## config.mk

```make
export PLATFORM = sky130hd
export DESIGN_NAME = rtc_alarm_top
export DESIGN_NICKNAME = d
export VERILOG_FILES = /design/src/rtl/rtc_alarm_pkg.sv /design/src/rtl/rtc_field_cnt.sv /design/src/rtl/rtc_alarm_cmp.sv /design/src/rtl/rtc_irq_flag.sv /design/src/rtl/rtc_alarm_top.sv
export SDC_FILE = /design/constraint.sdc
export NUM_CORES = 1
export LEC_CHECK = 0
export ABC_AREA = 1
export BUFFER_PORTS_ARGS = -buffer_cell sky130_fd_sc_hd__buf_2
export CAP_MARGIN = 20
export CORE_MARGIN = 2
export CORE_UTILIZATION = 36
export CTS_CLUSTER_DIAMETER = 80
export CTS_CLUSTER_SIZE = 16
export DETAILED_ROUTE_END_ITERATION = 16
export GPL_ROUTABILITY_DRIVEN = 0
export GPL_TIMING_DRIVEN = 0
export PLACE_DENSITY = 0.6
export SLEW_MARGIN = 25
export SYNTH_ARGS = -nofsm -noshare
export SYNTH_HDL_FRONTEND = slang
export SYNTH_SLANG_ARGS = --single-unit
```

## constraint.sdc

```tcl
create_clock -name clk -period 2 [get_ports clk]
set_input_delay 0.1 -clock clk [delete_from_list [all_inputs] [get_ports clk]]
set_output_delay 0.1 -clock clk [all_outputs]
set_load 0.005 [all_outputs]
```

## src/rtl/rtc_alarm_pkg.sv

```systemverilog
// Shared constants for the alarm clock: field count, register address
// layout, and per-field width and wrap limit.
package rtc_alarm_pkg;
    localparam int NFIELD = 4;
    localparam int DATA_W = 8;
    localparam int ADDR_W = 4;
    localparam logic [ADDR_W-1:0] ADR_TIME0  = 4'd0;
    localparam logic [ADDR_W-1:0] ADR_ALARM0 = ADR_TIME0 + ADDR_W'(NFIELD);
    localparam logic [ADDR_W-1:0] ADR_MEN    = ADR_ALARM0 + ADDR_W'(NFIELD);

    // Stored width of field i (0 = sub-second ... 3 = hours).
    function automatic int field_width(input int i);
        case (i)
            0:       return 8;
            1, 2:    return 6;
            default: return 5;
        endcase
    endfunction

    // Last legal value of field i before it wraps to zero.
    function automatic int field_last(input int i);
        case (i)
            0:       return 255;
            1, 2:    return 59;
            default: return 23;
        endcase
    endfunction
endpackage

```

## src/rtl/rtc_field_cnt.sv

```systemverilog
// One time field: a wrapping counter with a synchronous load.
// The load has priority over the increment. Values at or above LAST
// wrap to zero on the next increment.
module rtc_field_cnt #(
    parameter int W    = 8,
    parameter int LAST = 255
) (
    input  logic         clk,
    input  logic         rst_n,
    input  logic         load,
    input  logic [W-1:0] load_val,
    input  logic         inc,
    output logic [W-1:0] val,
    output logic [W-1:0] nxt
);
    logic at_last;

    // Detect the wrap point.
    assign at_last = (val >= W'(LAST));

    // Next value: load first, then increment with wrap.
    always_comb begin
        if (load)
            nxt = load_val;
        else if (inc)
            nxt = at_last ? '0 : val + W'(1);
        else
            nxt = val;
    end

    // Field register.
    always_ff @(posedge clk) begin
        if (!rst_n)
            val <= '0;
        else
            val <= nxt;
    end
endmodule

```

## src/rtl/rtc_alarm_cmp.sv

```systemverilog
// Alarm comparator. A field matches when its enable is low or when its
// next time value equals the alarm value. The hit output is the AND of
// all fields. It assumes that all values are zero-extended to DW bits.
module rtc_alarm_cmp #(
    parameter int N  = 4,
    parameter int DW = 8
) (
    input  logic [DW-1:0] t_nxt [N],
    input  logic [DW-1:0] alarm [N],
    input  logic [N-1:0]  en,
    output logic          hit
);
    logic [N-1:0] fld_ok;

    for (genvar g = 0; g < N; g++) begin : g_eq
        // Per-field match, or don't-care when disabled.
        assign fld_ok[g] = !en[g] || (t_nxt[g] == alarm[g]);
    end

    assign hit = &fld_ok;
endmodule

```

## src/rtl/rtc_irq_flag.sv

```systemverilog
// Sticky interrupt flag. Set has priority over clear.
module rtc_irq_flag (
    input  logic clk,
    input  logic rst_n,
    input  logic set,
    input  logic clr,
    output logic flag
);
    // Flag register: set wins, clear otherwise, else hold.
    always_ff @(posedge clk) begin
        if (!rst_n)
            flag <= 1'b0;
        else if (set)
            flag <= 1'b1;
        else if (clr)
            flag <= 1'b0;
    end
endmodule

```

## src/rtl/rtc_alarm_top.sv

```systemverilog
// Time-of-day counter with a programmable alarm.
//
// Four cascaded fields (sub-second, seconds, minutes, hours) advance on
// tick_256 while run_en is high. Writes to the time registers load at
// once and drop a tick in the same cycle. The next time value is compared
// with the alarm registers under per-field enables, so the flag rises on
// the same edge that the matching time appears.
//
// Assumes tick_256 is a single-cycle pulse in the clk domain.
module rtc_alarm_top
    import rtc_alarm_pkg::*;
(
    input  logic              clk,
    input  logic              rst_n,
    input  logic              tick_256,
    input  logic              run_en,
    input  logic              irq_en,
    input  logic              wr_en,
    input  logic [ADDR_W-1:0] wr_addr,
    input  logic [DATA_W-1:0] wr_data,
    input  logic [ADDR_W-1:0] rd_addr,
    output logic [DATA_W-1:0] rd_data,
    input  logic              irq_clr,
    output logic              irq
);
    logic              time_wr;
    logic              step;
    logic [NFIELD-1:0] inc;
    logic [DATA_W-1:0] t_val [NFIELD];
    logic [DATA_W-1:0] t_nxt [NFIELD];
    logic [DATA_W-1:0] al_q  [NFIELD];
    logic [NFIELD-1:0] men_q;
    logic              hit;

    // A write to any time field suppresses the tick.
    assign time_wr = wr_en && (wr_addr < ADR_ALARM0);
    assign step    = tick_256 && run_en && !time_wr;
    assign inc[0]  = step;

    for (genvar g = 0; g < NFIELD; g++) begin : g_fld
        localparam int W = field_width(g);
        localparam int L = field_last(g);
        logic [W-1:0] q;
        logic [W-1:0] n;

        rtc_field_cnt #(.W(W), .LAST(L)) u_cnt (
            .clk      (clk),
            .rst_n    (rst_n),
            .load     (time_wr && (wr_addr == ADR_TIME0 + ADDR_W'(g))),
            .load_val (wr_data[W-1:0]),
            .inc      (inc[g]),
            .val      (q),
            .nxt      (n)
        );

        assign t_val[g] = DATA_W'(q);
        assign t_nxt[g] = DATA_W'(n);

        // Carry into the next field when this one wraps.
        if (g < NFIELD - 1) begin : g_carry
            assign inc[g+1] = inc[g] && (q >= W'(L));
        end

        // Alarm value register for this field.
        always_ff @(posedge clk) begin
            if (!rst_n)
                al_q[g] <= '0;
            else if (wr_en && (wr_addr == ADR_ALARM0 + ADDR_W'(g)))
                al_q[g] <= wr_data;
        end
    end

    // Match-enable register.
    always_ff @(posedge clk) begin
        if (!rst_n)
            men_q <= '0;
        else if (wr_en && (wr_addr == ADR_MEN))
            men_q <= wr_data[NFIELD-1:0];
    end

    rtc_alarm_cmp #(.N(NFIELD), .DW(DATA_W)) u_cmp (
        .t_nxt (t_nxt),
        .alarm (al_q),
        .en    (men_q),
        .hit   (hit)
    );

    rtc_irq_flag u_flag (
        .clk   (clk),
        .rst_n (rst_n),
        .set   (step && hit && irq_en),
        .clr   (irq_clr),
        .flag  (irq)
    );

    // Combinational read-back mux.
    always_comb begin
        rd_data = '0;
        for (int i = 0; i < NFIELD; i++) begin
            if (rd_addr == ADR_TIME0 + ADDR_W'(i))
                rd_data = t_val[i];
            if (rd_addr == ADR_ALARM0 + ADDR_W'(i))
                rd_data = al_q[i];
        end
        if (rd_addr == ADR_MEN)
            rd_data = DATA_W'(men_q);
    end
endmodule

```

==> flow_metrics.tcl, run 1 <==
set metrics [dict create \
    synth_top_area_share 0.302 \
    ys_warn_count 0 \
    fin_crit_sh 1.16 \
    cts_tree "built" \
    fp.dieH_microns 111 \
    rsz0062_at_grt "true" \
    maxCapViolCount 0 \
    drv_slew 0 \
    finClkSkew_ns 0.00424 \
    drc 0 \
    wl_microns 13900 \
    pwr-share-clk 0.496 \
    hpwl_microns 10400 \
    synth_edf_count 0 \
    vdd_ir_drop_max_mv 0.479 \
    p_leak_nw 2.31 \
    sequentialPowerShare 0.396 \
    synth-compound-area-share 0.180 \
    whs_path_depth 4 \
    gr-total-overflow 0 \
    clockBufferDepth 2 \
    diodes 0 \
    cp-start-kind "flop" \
    h-tree-depth 3 \
    path_class "flop to flop" \
    core_sq_mm 0.0113 \
    worstMarginPinSlew_ns 0.802 \
    async_reset_ff_frac 0 \
    die_area_sq_mm 0.0123 \
    port-buffer-count 30 \
    r2r_end "u_flag.flag$_SDFFE_PN0P_" \
    combinationalPowerShare 0.108 \
    synth_top_family_by_area "simple AND/OR/NAND/NOR gates" \
    power_density_mw_per_mm2 646 \
    synth_top_flop_cell "dfxtp_1" \
    path_buf_inv 2 \
    hold_path_class "input port to flop" \
    ios 32 \
    synth-xor-area-share 0 \
    track_usage 0.221 \
    setup_violations 1 \
    grt_pass1_vias 4334 \
    synth_seq_area_share 0.302 \
    clkTransAtPathRegs_ns 0.06 \
    syn_inst 678 \
    cts_buffers 9 \
    min-delay-start "irq_clr" \
    final_common_cell "nand2_1" \
    cp_cell_sequence "ha_4 > nand2_4 > nor2_4 > nand2_4 > buf_4 > buf_4 > o21ai_0 > nand3_2 > nand3b_1 > nand2_1 > nor2_1 > nand2_1 > o21ai_1 > nand2_1 > nor2_2 > nor2_1 > nor2_1" \
    die_width_microns 111 \
    synth-simple-area-share 0.398 \
    final_cell_mix "180 x nand2_1, 86 x inv_1, 73 x nand3_1" \
    start_util 0.365 \
    whs_endpoint "u_flag.flag$_SDFFE_PN0P_" \
    clock_latency_ns 0.34 \
    synthMuxAreaShare 0 \
    max_freq_ghz 0.432 \
    hold_slack_ns 0.0554 \
    swShare 0.270 \
    netlist_area_sq_mm 0.00411 \
    setup_ws_ns -0.314 \
    setup_tns_ns -0.314 \
    cp-end-kind "flop" \
    relSlewSlack 0.461 \
    synth-adder-area-share 0.0122 \
    first_iter_violations 477 \
    rrSetupSlack_ns -0.31 \
    drive_above_1_share 0.168 \
    synth_seq_cells 62 \
    crit_arrival_ns 2.59 \
    cp.required_ns 2.27 \
    avgSynthCellArea_sq_um 6.06 \
    critPathSlowestCell "dfxtp_2" \
    crit_family "simple AND/OR/NAND/NOR gates" \
    switchingPower_mw 0.882 \
    synth_cell_types 34 \
    rr_startpoint "g_fld[0].u_cnt.val[0]$_SDFF_PN0_" \
    synthTopCellsByArea "dfxtp_1 30%, nand2_1 17%, nand3_1 9.5%" \
    postLayoutCoreUtil 0.448 \
    clockRootBuffer "clkbuf_16" \
    synth_top_cell_by_area "dfxtp_1" \
    cts_hold_buf 0 \
    grt_pass1_wl_microns 21700 \
    crit_fanout 2 \
    synth_fp_nets 705 \
    finalCriticalPeriod_ns 2.31 \
    syn2layout_area_growth_pct 22.9 \
    hold_viol 0 \
    p_int_mw 2.38 \
    routedWlPerCell_microns 15.7 \
    critPathMaxStageDelay_ns 0.36 \
    clock-sinks 62 \
    fp-row-count 39 \
    antenna_found_initial 0 \
    finalNetCount 764 \
    first_pass_iters 5 \
    violations "setup timing" \
    reg2reg_depth 17 \
    grt_max_degree 13 \
    via_count 4830 \
    antenna_left 0 \
    status "complete, but fails checks" \
    routed_via_density 5.46 \
]
==> worst max-delay path by stage <==
| stage | startpoint | end | slack [ns] | depth (start not counted) |
|---|---|---|---|---|
| 4_1_cts | g_fld[0].u_cnt.val[1]$_SDFF_PN0_ | u_flag.flag$_SDFFE_PN0P_ | -0.23 | 20 |
| 5_1_grt | g_fld[0].u_cnt.val[0]$_SDFF_PN0_ | u_flag.flag$_SDFFE_PN0P_ | -0.43 | 20 |
| 2_1_floorplan | g_fld[0].u_cnt.val[1]$_SDFF_PN0_ | u_flag.flag$_SDFFE_PN0P_ | 0.09 | 18 |
| 3_3_place_gp | g_fld[0].u_cnt.val[1]$_SDFF_PN0_ | u_flag.flag$_SDFFE_PN0P_ | -0.31 | 19 |
| 3_5_place_dp | g_fld[0].u_cnt.val[1]$_SDFF_PN0_ | u_flag.flag$_SDFFE_PN0P_ | -0.33 | 18 |
| 6_report | g_fld[0].u_cnt.val[0]$_SDFF_PN0_ | u_flag.flag$_SDFFE_PN0P_ | -0.31 | 17 |
==> timing repair <==
action / CTS / global route
gates resized for setup: 19 / 27
setup buffers: 10 / 5
endpoints found under the setup margin: 1 / 3
pin swaps: 10 / 17
endpoints found under the hold margin: 0 / 0
gates cloned: 1 / 2
==> power groups by stage <==
stage	registers (mW)	clock network, mW	logic (mW)
2_1_floorplan	1.31	0	0.213
3_3_place_gp	1.32	0	0.322
3_5_place_dp	1.32	0	0.328
4_1_cts	1.29	1.62	0.337
5_1_grt	1.30	1.68	0.392
6_report	1.29	1.62	0.352
==> synth_stat cells (4+ instances only) <==
library cell  count
nor2_1           61
o221ai_1          9
dfxtp_1          62
o21ai_0          49
nand3_1          78
o21ai_1           4
inv_2             4
o22ai_1           8
clkbuf_1         10
ha_1              4
nand2_1         190
clkinv_1          4
nand4_1          11
nand3b_1          5
nor2_2            5
inv_1            87
a21oi_1          57
==> flip-flops by register name (all words and copies together) (netlist names) <==
signal	cells
men_q	4
u_flag.flag	1
al_q	32
g_fld.u_cnt.val	25
==> kinds of logic after synthesis <==
kind of cell,count (synthesis)
DFF,62
buffers and inverters,111
and+or+nand+nor,367
adders and majority gates,4
AOI/OAI and AO/OA,134
==> stage by stage <==
step	instances	area (sq um)	power, mW	setup WS [ns]
after floorplan	678	4110	1.52	0.0883
after global placement	851	4440	1.64	-0.311
after detailed placement	851	4440	1.65	-0.326
after CTS	878	4920	3.25	-0.233
after global routing	885	5050	3.37	-0.431
final	885	5050	3.26	-0.314
==> layout make-up <==
class	instances	area [sq um]
sequential	62	1250
tap	143	179
clock inverter	6	71.3
timing repair buffer	47	303
buffer	16	92.6
fill	1186	6220
multi-input combinational	506	2550
clock buffer	10	239
inverter	95	357
==> tightest hold or removal path, delay by kind of cell <==
kind,cells,cell delay [ns]
buf+inv,1,0.08
simple gates,3,0.17
==> routing by layer <==
| layer | global-route usage | up-vias | routed length (microns) |
|---|---|---|---|
| met5 | 0 | - | 0 |
| met4 | 0.106 | 0 | 410 |
| met3 | 0.0284 | 34 | 918 |
| met2 | 0.350 | 201 | 6370 |
| met1 | 0.299 | 2238 | 6190 |
| li1 | - | 2357 | - |
No activity file was read; power rests on OpenSTA's default activity.
==> run 2, diff against run 1 <==
Settings changed: BUFFER_PORTS_ARGS -buffer_cell sky130_fd_sc_hd__buf_2 to not set, DONT_BUFFER_PORTS set to 1, PLACE_DENSITY 0.6 to 0.58.
==> flow_metrics.tcl, run 2 (synthesis results as in run 1) <==
set metrics [dict create \
    largest_reg_flops 32 \
    fp-row-count 39 \
    sequentialPowerShare 0.425 \
    hpwl_microns 10400 \
    final_common_cell "nand2_1" \
    routed_via_density 5.42 \
    worstMarginPinSlew_ns 0.748 \
    clock-sinks 62 \
    relSlewSlack 0.501 \
    ios 32 \
    drv_slew 0 \
    max_freq_ghz 0.447 \
    antenna_left 0 \
    cp.required_ns 2.26 \
    hold_viol 0 \
    grt_pass1_wl_microns 21700 \
    die_area_sq_mm 0.0123 \
    finClkSkew_ns 0.00894 \
    setup_ws_ns -0.239 \
    pwr-share-clk 0.469 \
    fill_cells 1193 \
    finalNetCount 738 \
    start_util 0.365 \
    cts_buffers 9 \
    track_usage 0.222 \
    hold_slack_ns 0.000841 \
    fp.dieH_microns 111 \
    clockRootBuffer "clkbuf_16" \
    power.total_mw 3.05 \
    switchingPower_mw 0.819 \
    path_class "flop to flop" \
    port-buffer-count 0 \
    vdd_ir_drop_max_mv 0.660 \
    cp-start-kind "flop" \
    regMostFlops "al_q" \
    grt_max_degree 11 \
    clkTransAtPathRegs_ns 0.06 \
    register_area_sq_mm 0.00125 \
    clock_latency_ns 0.34 \
    diodes 0 \
    via_count 4650 \
    swShare 0.269 \
    top_regs "al_q: 32 flops, g_fld.u_cnt.val: 25 flops, men_q: 4 flops" \
    violations "setup timing" \
    postLayoutCoreUtil 0.427 \
    die_width_microns 111 \
    first_iter_violations 449 \
    syn2layout_area_growth_pct 17.3 \
    p_int_mw 2.23 \
    power_density_mw_per_mm2 632 \
    finalCriticalPeriod_ns 2.24 \
    fin_crit_sh 1.12 \
    cp-end-kind "flop" \
    drc 0 \
    routedWlPerCell_microns 16.2 \
    drive_above_1_share 0.102 \
    cts_tree "built" \
    crit_fanout 5 \
    first_pass_iters 6 \
    combinationalPowerShare 0.107 \
    p_leak_nw 2.15 \
    wl_microns 13900 \
    maxCapViolCount 0 \
    core_sq_mm 0.0113 \
    clockBufferDepth 2 \
    h-tree-depth 3 \
    gr-total-overflow 0 \
    grt_pass1_vias 4264 \
    status "complete, but fails checks" \
    hold_path_class "input port to flop" \
    setup_violations 1 \
    antenna_found_initial 0 \
    crit_arrival_ns 2.50 \
    multi_input_area_sq_mm 0.00249 \
    final_cell_mix "185 x nand2_1, 87 x inv_1, 75 x nand3_1" \
    rsz0062_at_grt "true" \
]
==> run 2: layer usage <==
metal | vias up | global-route usage | share of wire
li1 | 2299 | - | -
met1 | 2125 | 0.295 | 0.44
met2 | 195 | 0.360 | 0.46
met3 | 31 | 0.0536 | 0.076
met4 | 0 | 0.0667 | 0.023
met5 | - | 0 | 0
==> run 2: power groups by stage <==
stage | logic [mW] | clock network [mW] | registers [mW]
floorplan | 0.213 | 0 | 1.31
global placement | 0.286 | 0 | 1.32
detailed placement | 0.289 | 0 | 1.32
CTS | 0.313 | 1.44 | 1.29
global route | 0.359 | 1.50 | 1.30
finish | 0.325 | 1.43 | 1.29
==> run 2: critical path, stage by stage (launching register included) <==
cell	delay, ns
dfxtp_4	0.37
ha_2	0.20
inv_1	0.07
nand2_2	0.09
inv_2	0.05
nor2_4	0.21
buf_6	0.15
nand4_2	0.11
nand2_1	0.10
nand2_1	0.06
nand3_1	0.10
nand2_1	0.06
nor2_1	0.11
nand3_1	0.09
nand2_1	0.10
nand2_1	0.06
nor2_1	0.12
nor2_1	0.05
nor2_1	0.08
==> run 2: final timing paths <==
kind	start	end	slack [ns]	cells past startpoint
setup / recovery	g_fld[1].u_cnt.val[0]$_SDFF_PN0_	u_flag.flag$_SDFFE_PN0P_	-0.24	18
hold / removal	wr_addr[2]	men_q[3]$_SDFFE_PN0P_	0.0008	2
setup reg to reg	g_fld[1].u_cnt.val[0]$_SDFF_PN0_	u_flag.flag$_SDFFE_PN0P_	-0.24	18
hold reg to reg	al_q[2]$_SDFFE_PN0P_	al_q[2]$_SDFFE_PN0P_	0.55	2
==> run 2: stage by stage <==
step                std cells  setup TNS [ns]  instance area, sq um  worst slack [ns]
floorplan                 678               0                  4110            0.0883
global placement          821          -0.326                  4290            -0.326
detailed placement        821          -0.322                  4290            -0.322
CTS                       856          -0.257                  4770            -0.257
global route              858          -0.395                  4820            -0.395
finish                    858          -0.239                  4820            -0.239
==> run 2: layout make-up <==
cell class / instances / share of cell area
Inverter: 95 / 0.0740
Clock buffer: 11 / 0.0504
Timing Repair Buffer: 22 / 0.0392
Clock inverter: 4 / 0.00493
Buffer: 16 / 0.0184
Multi-Input combinational cell: 505 / 0.516
Tap cell: 143 / 0.0371
Sequential cell: 62 / 0.260
==> run 2: what timing repair did <==
item,4_1_cts,5_1_grt
hold buffers,8,1
gates resized for setup,15,9
endpoints found under the hold margin,12,1
endpoints found under the setup margin,1,1
pin swaps,8,8
gates cloned,1,1
buffers inserted,11,0
==> run 3, diff against run 2 <==
Settings changed: ABC_AREA 1 to 0, CORE_UTILIZATION 36 to 58, PLACE_DENSITY 0.58 to 0.82.
==> flow_metrics.tcl, run 3 <==
set metrics [dict create \
    status "complete, but fails checks" \
    violations "setup timing" \
    path_class "flop to flop" \
    synth_edf_count 0 \
    async_reset_ff_frac 0 \
    final_common_cell "nor2_1" \
    grt_pass1_vias 4135 \
    p_leak_nw 1.80 \
    antenna_found_initial 0 \
    synth_fp_nets 554 \
    regMostFlops "al_q" \
    wl_microns 14300 \
    synth_seq_area_share 0.297 \
    finalCriticalPeriod_ns 2.77 \
    dpl.cell_count 623 \
    port-buffer-count 0 \
    clockBufferDepth 2 \
    synth_cell_types 73 \
    vdd_ir_drop_max_mv 0.586 \
    drv_slew 0 \
    fp-row-count 30 \
    synth_seq_cells 62 \
    cts_tree "built" \
    clkTransAtPathRegs_ns 0.08 \
    ys_warn_count 0 \
    cp-start-kind "flop" \
    clockRootBuffer "clkbuf_8" \
    syn_inst 527 \
    fp.dieH_microns 88.8 \
    register_area_sq_mm 0.00126 \
    hold_viol 0 \
    hpwl_microns 9610 \
    rsz0062_at_grt "true" \
    synth_top_flop_cell "dfxtp_1" \
    drc 0 \
    final_cell_mix "79 x nor2_1, 53 x dfxtp_1, 42 x mux2i_1" \
    gr-usage-met3 0.0830 \
    netlist_area_sq_mm 0.00418 \
    hold_slack_ns 0.00669 \
    setup_violations 6 \
    worstMarginPinSlew_ns 1.04 \
    grt_max_degree 13 \
    die_area_sq_mm 0.00789 \
    synthTopCellsByArea "dfxtp_1 30%, mux2i_1 10%, nor2_1 7.3%" \
    cts_buffers 9 \
    ios 32 \
    syn2layout_area_growth_pct 17.3 \
    use_met1 0.490 \
    clock-sinks 62 \
    routedWlPerCell_microns 21.6 \
    cp.required_ns 2.27 \
    use_met2 0.573 \
    yosysMostFrequentCell "nor2_1" \
    synth_top_area_share 0.297 \
    finClkSkew_ns 0.0137 \
    relSlewSlack 0.306 \
    synth_top_cell_by_area "dfxtp_1" \
    fill_cells 531 \
    rr_startpoint "g_fld[2].u_cnt.val[2]$_SDFF_PN0_" \
    top_regs "al_q: 32 flops, g_fld.u_cnt.val: 25 flops, men_q: 4 flops" \
    first_pass_iters 10 \
    finalNetCount 587 \
    cp-end-kind "flop" \
    multi_input_area_sq_mm 0.00295 \
    h-tree-depth 3 \
    antenna_left 0 \
    avgSynthCellArea_sq_um 7.92 \
    core_sq_mm 0.00687 \
    grt_pass1_wl_microns 21900 \
    via_count 4550 \
    track_usage 0.372 \
    largest_reg_flops 32 \
    crit_fanout 9 \
    gr-total-overflow 0 \
    first_iter_violations 712 \
    hold_path_class "input port to flop" \
    fin_crit_sh 1.39 \
    max_freq_ghz 0.361 \
    routed_via_density 6.88 \
    setup_ws_ns -0.772 \
    maxCapViolCount 0 \
    cp-startpoint "g_fld[2].u_cnt.val[2]$_SDFF_PN0_" \
    crit_arrival_ns 3.04 \
    clock_latency_ns 0.37 \
    drive_above_1_share 0.175 \
    busiest_layer "met2" \
    min-delay-start "wr_data[5]" \
    ys_top_cells_by_count "81 x nor2_1, 62 x dfxtp_1, 42 x mux2i_1, 39 x nand2_1, 38 x o21ai_0" \
    power_density_mw_per_mm2 573 \
    diodes 0 \
    rrSetupSlack_ns -0.77 \
    die_width_microns 88.8 \
    start_util 0.608 \
    fin_cells 661 \
]
==> run 3: cell count changes in the layout (fill, tap and decap cells not counted), sizes merged, moves of 9 or more <==
cell / before / now
nand2: 196 / 39
inv: 91 / 13
nand3: 81 / 12
mux2i: 0 / 43
a21oi: 57 / 28
o21ai: 54 / 39
xor2: 0 / 15
xnor2: 0 / 14
clkbuf: 21 / 33
nor2: 70 / 82
nor4: 1 / 10
==> run 3: through the flow <==
stage / cell area, sq um / TNS [ns] / setup WS [ns] / util / power, mW
floorplan: 4200 / -0.839 / -0.641 / - / 1.57
global placement: 4320 / -4.44 / -1.10 / 0.629 / 1.65
detailed placement: 4330 / -4.50 / -1.11 / 0.630 / 1.66
CTS: 4730 / -1.30 / -0.752 / 0.689 / 2.75
global route: 4900 / -2.01 / -0.850 / 0.713 / 2.86
finish: 4900 / -1.43 / -0.772 / 0.713 / 2.81
==> run 3: worst paths after layout <==
kind                                            to  cells past startpoint
setup / recovery          u_flag.flag$_SDFFE_PN0P_                      9
hold / removal    g_fld[2].u_cnt.val[5]$_SDFF_PN0_                      3
setup reg to reg          u_flag.flag$_SDFFE_PN0P_                      9
hold reg to reg           u_flag.flag$_SDFFE_PN0P_                      2
==> run 3: power breakdown <==
group / switching, mW / total (mW) / internal [mW]
Clock: 0.581 / 1.11 / 0.528
Sequential: 0.0427 / 1.30 / 1.26
Combinational: 0.241 / 0.394 / 0.152
==> run 3: timing repair <==
item                                    in CTS  in global routing
endpoints found under the setup margin      14                 14
hold buffers                                 5                  0
pin swaps                                    4                  3
endpoints found under the hold margin       16                  0
buffers inserted                            13                  8
gates resized for setup                     21                 25
==> run 3: critical path, stage by stage, from the launching register on <==
cell and delay [ns]:
dfxtp_1 0.58, o2111ai_2 0.28, or2_4 0.34, or2_1 0.23, buf_6 0.15, a22o_4 0.26
xnor2_2 0.12, a21oi_1 0.07, o41a_1 0.42, o41ai_2 0.21
==> run 3: cell families (layout without fill, tap and decap cells) <==
kind of cell / Yosys count / after routing / synth area share
adder cells (fa/ha/maj): 5 / 5 / 0.0144
AO/OA/AOI/OAI: 137 / 137 / 0.219
multiplexers: 47 / 47 / 0.117
AND/OR/NAND/NOR: 205 / 205 / 0.247
flip-flops: 62 / 62 / 0.297
XOR/XNOR: 29 / 29 / 0.0626
buffers and inverters: 42 / 80 / 0.0426
==> run 3: layer usage <==
| metal | vias up | wire length [microns] |
|---|---|---|
| met3 | 98 | 1870 |
| met1 | 2078 | 5290 |
| li1 | 1992 | - |
| met2 | 382 | 6190 |
| met5 | - | 0 |
| met4 | 0 | 919 |
==> run 3: final cells by class <==
cell class                 count  area share
buffer                        27      0.0240
clock buffer                  11      0.0309
clock inverter                 5     0.00843
inverter                      11     0.00843
multi-input combinational    423       0.602
sequential                    62       0.257
tap                           96      0.0245
timing repair buffer          26      0.0447
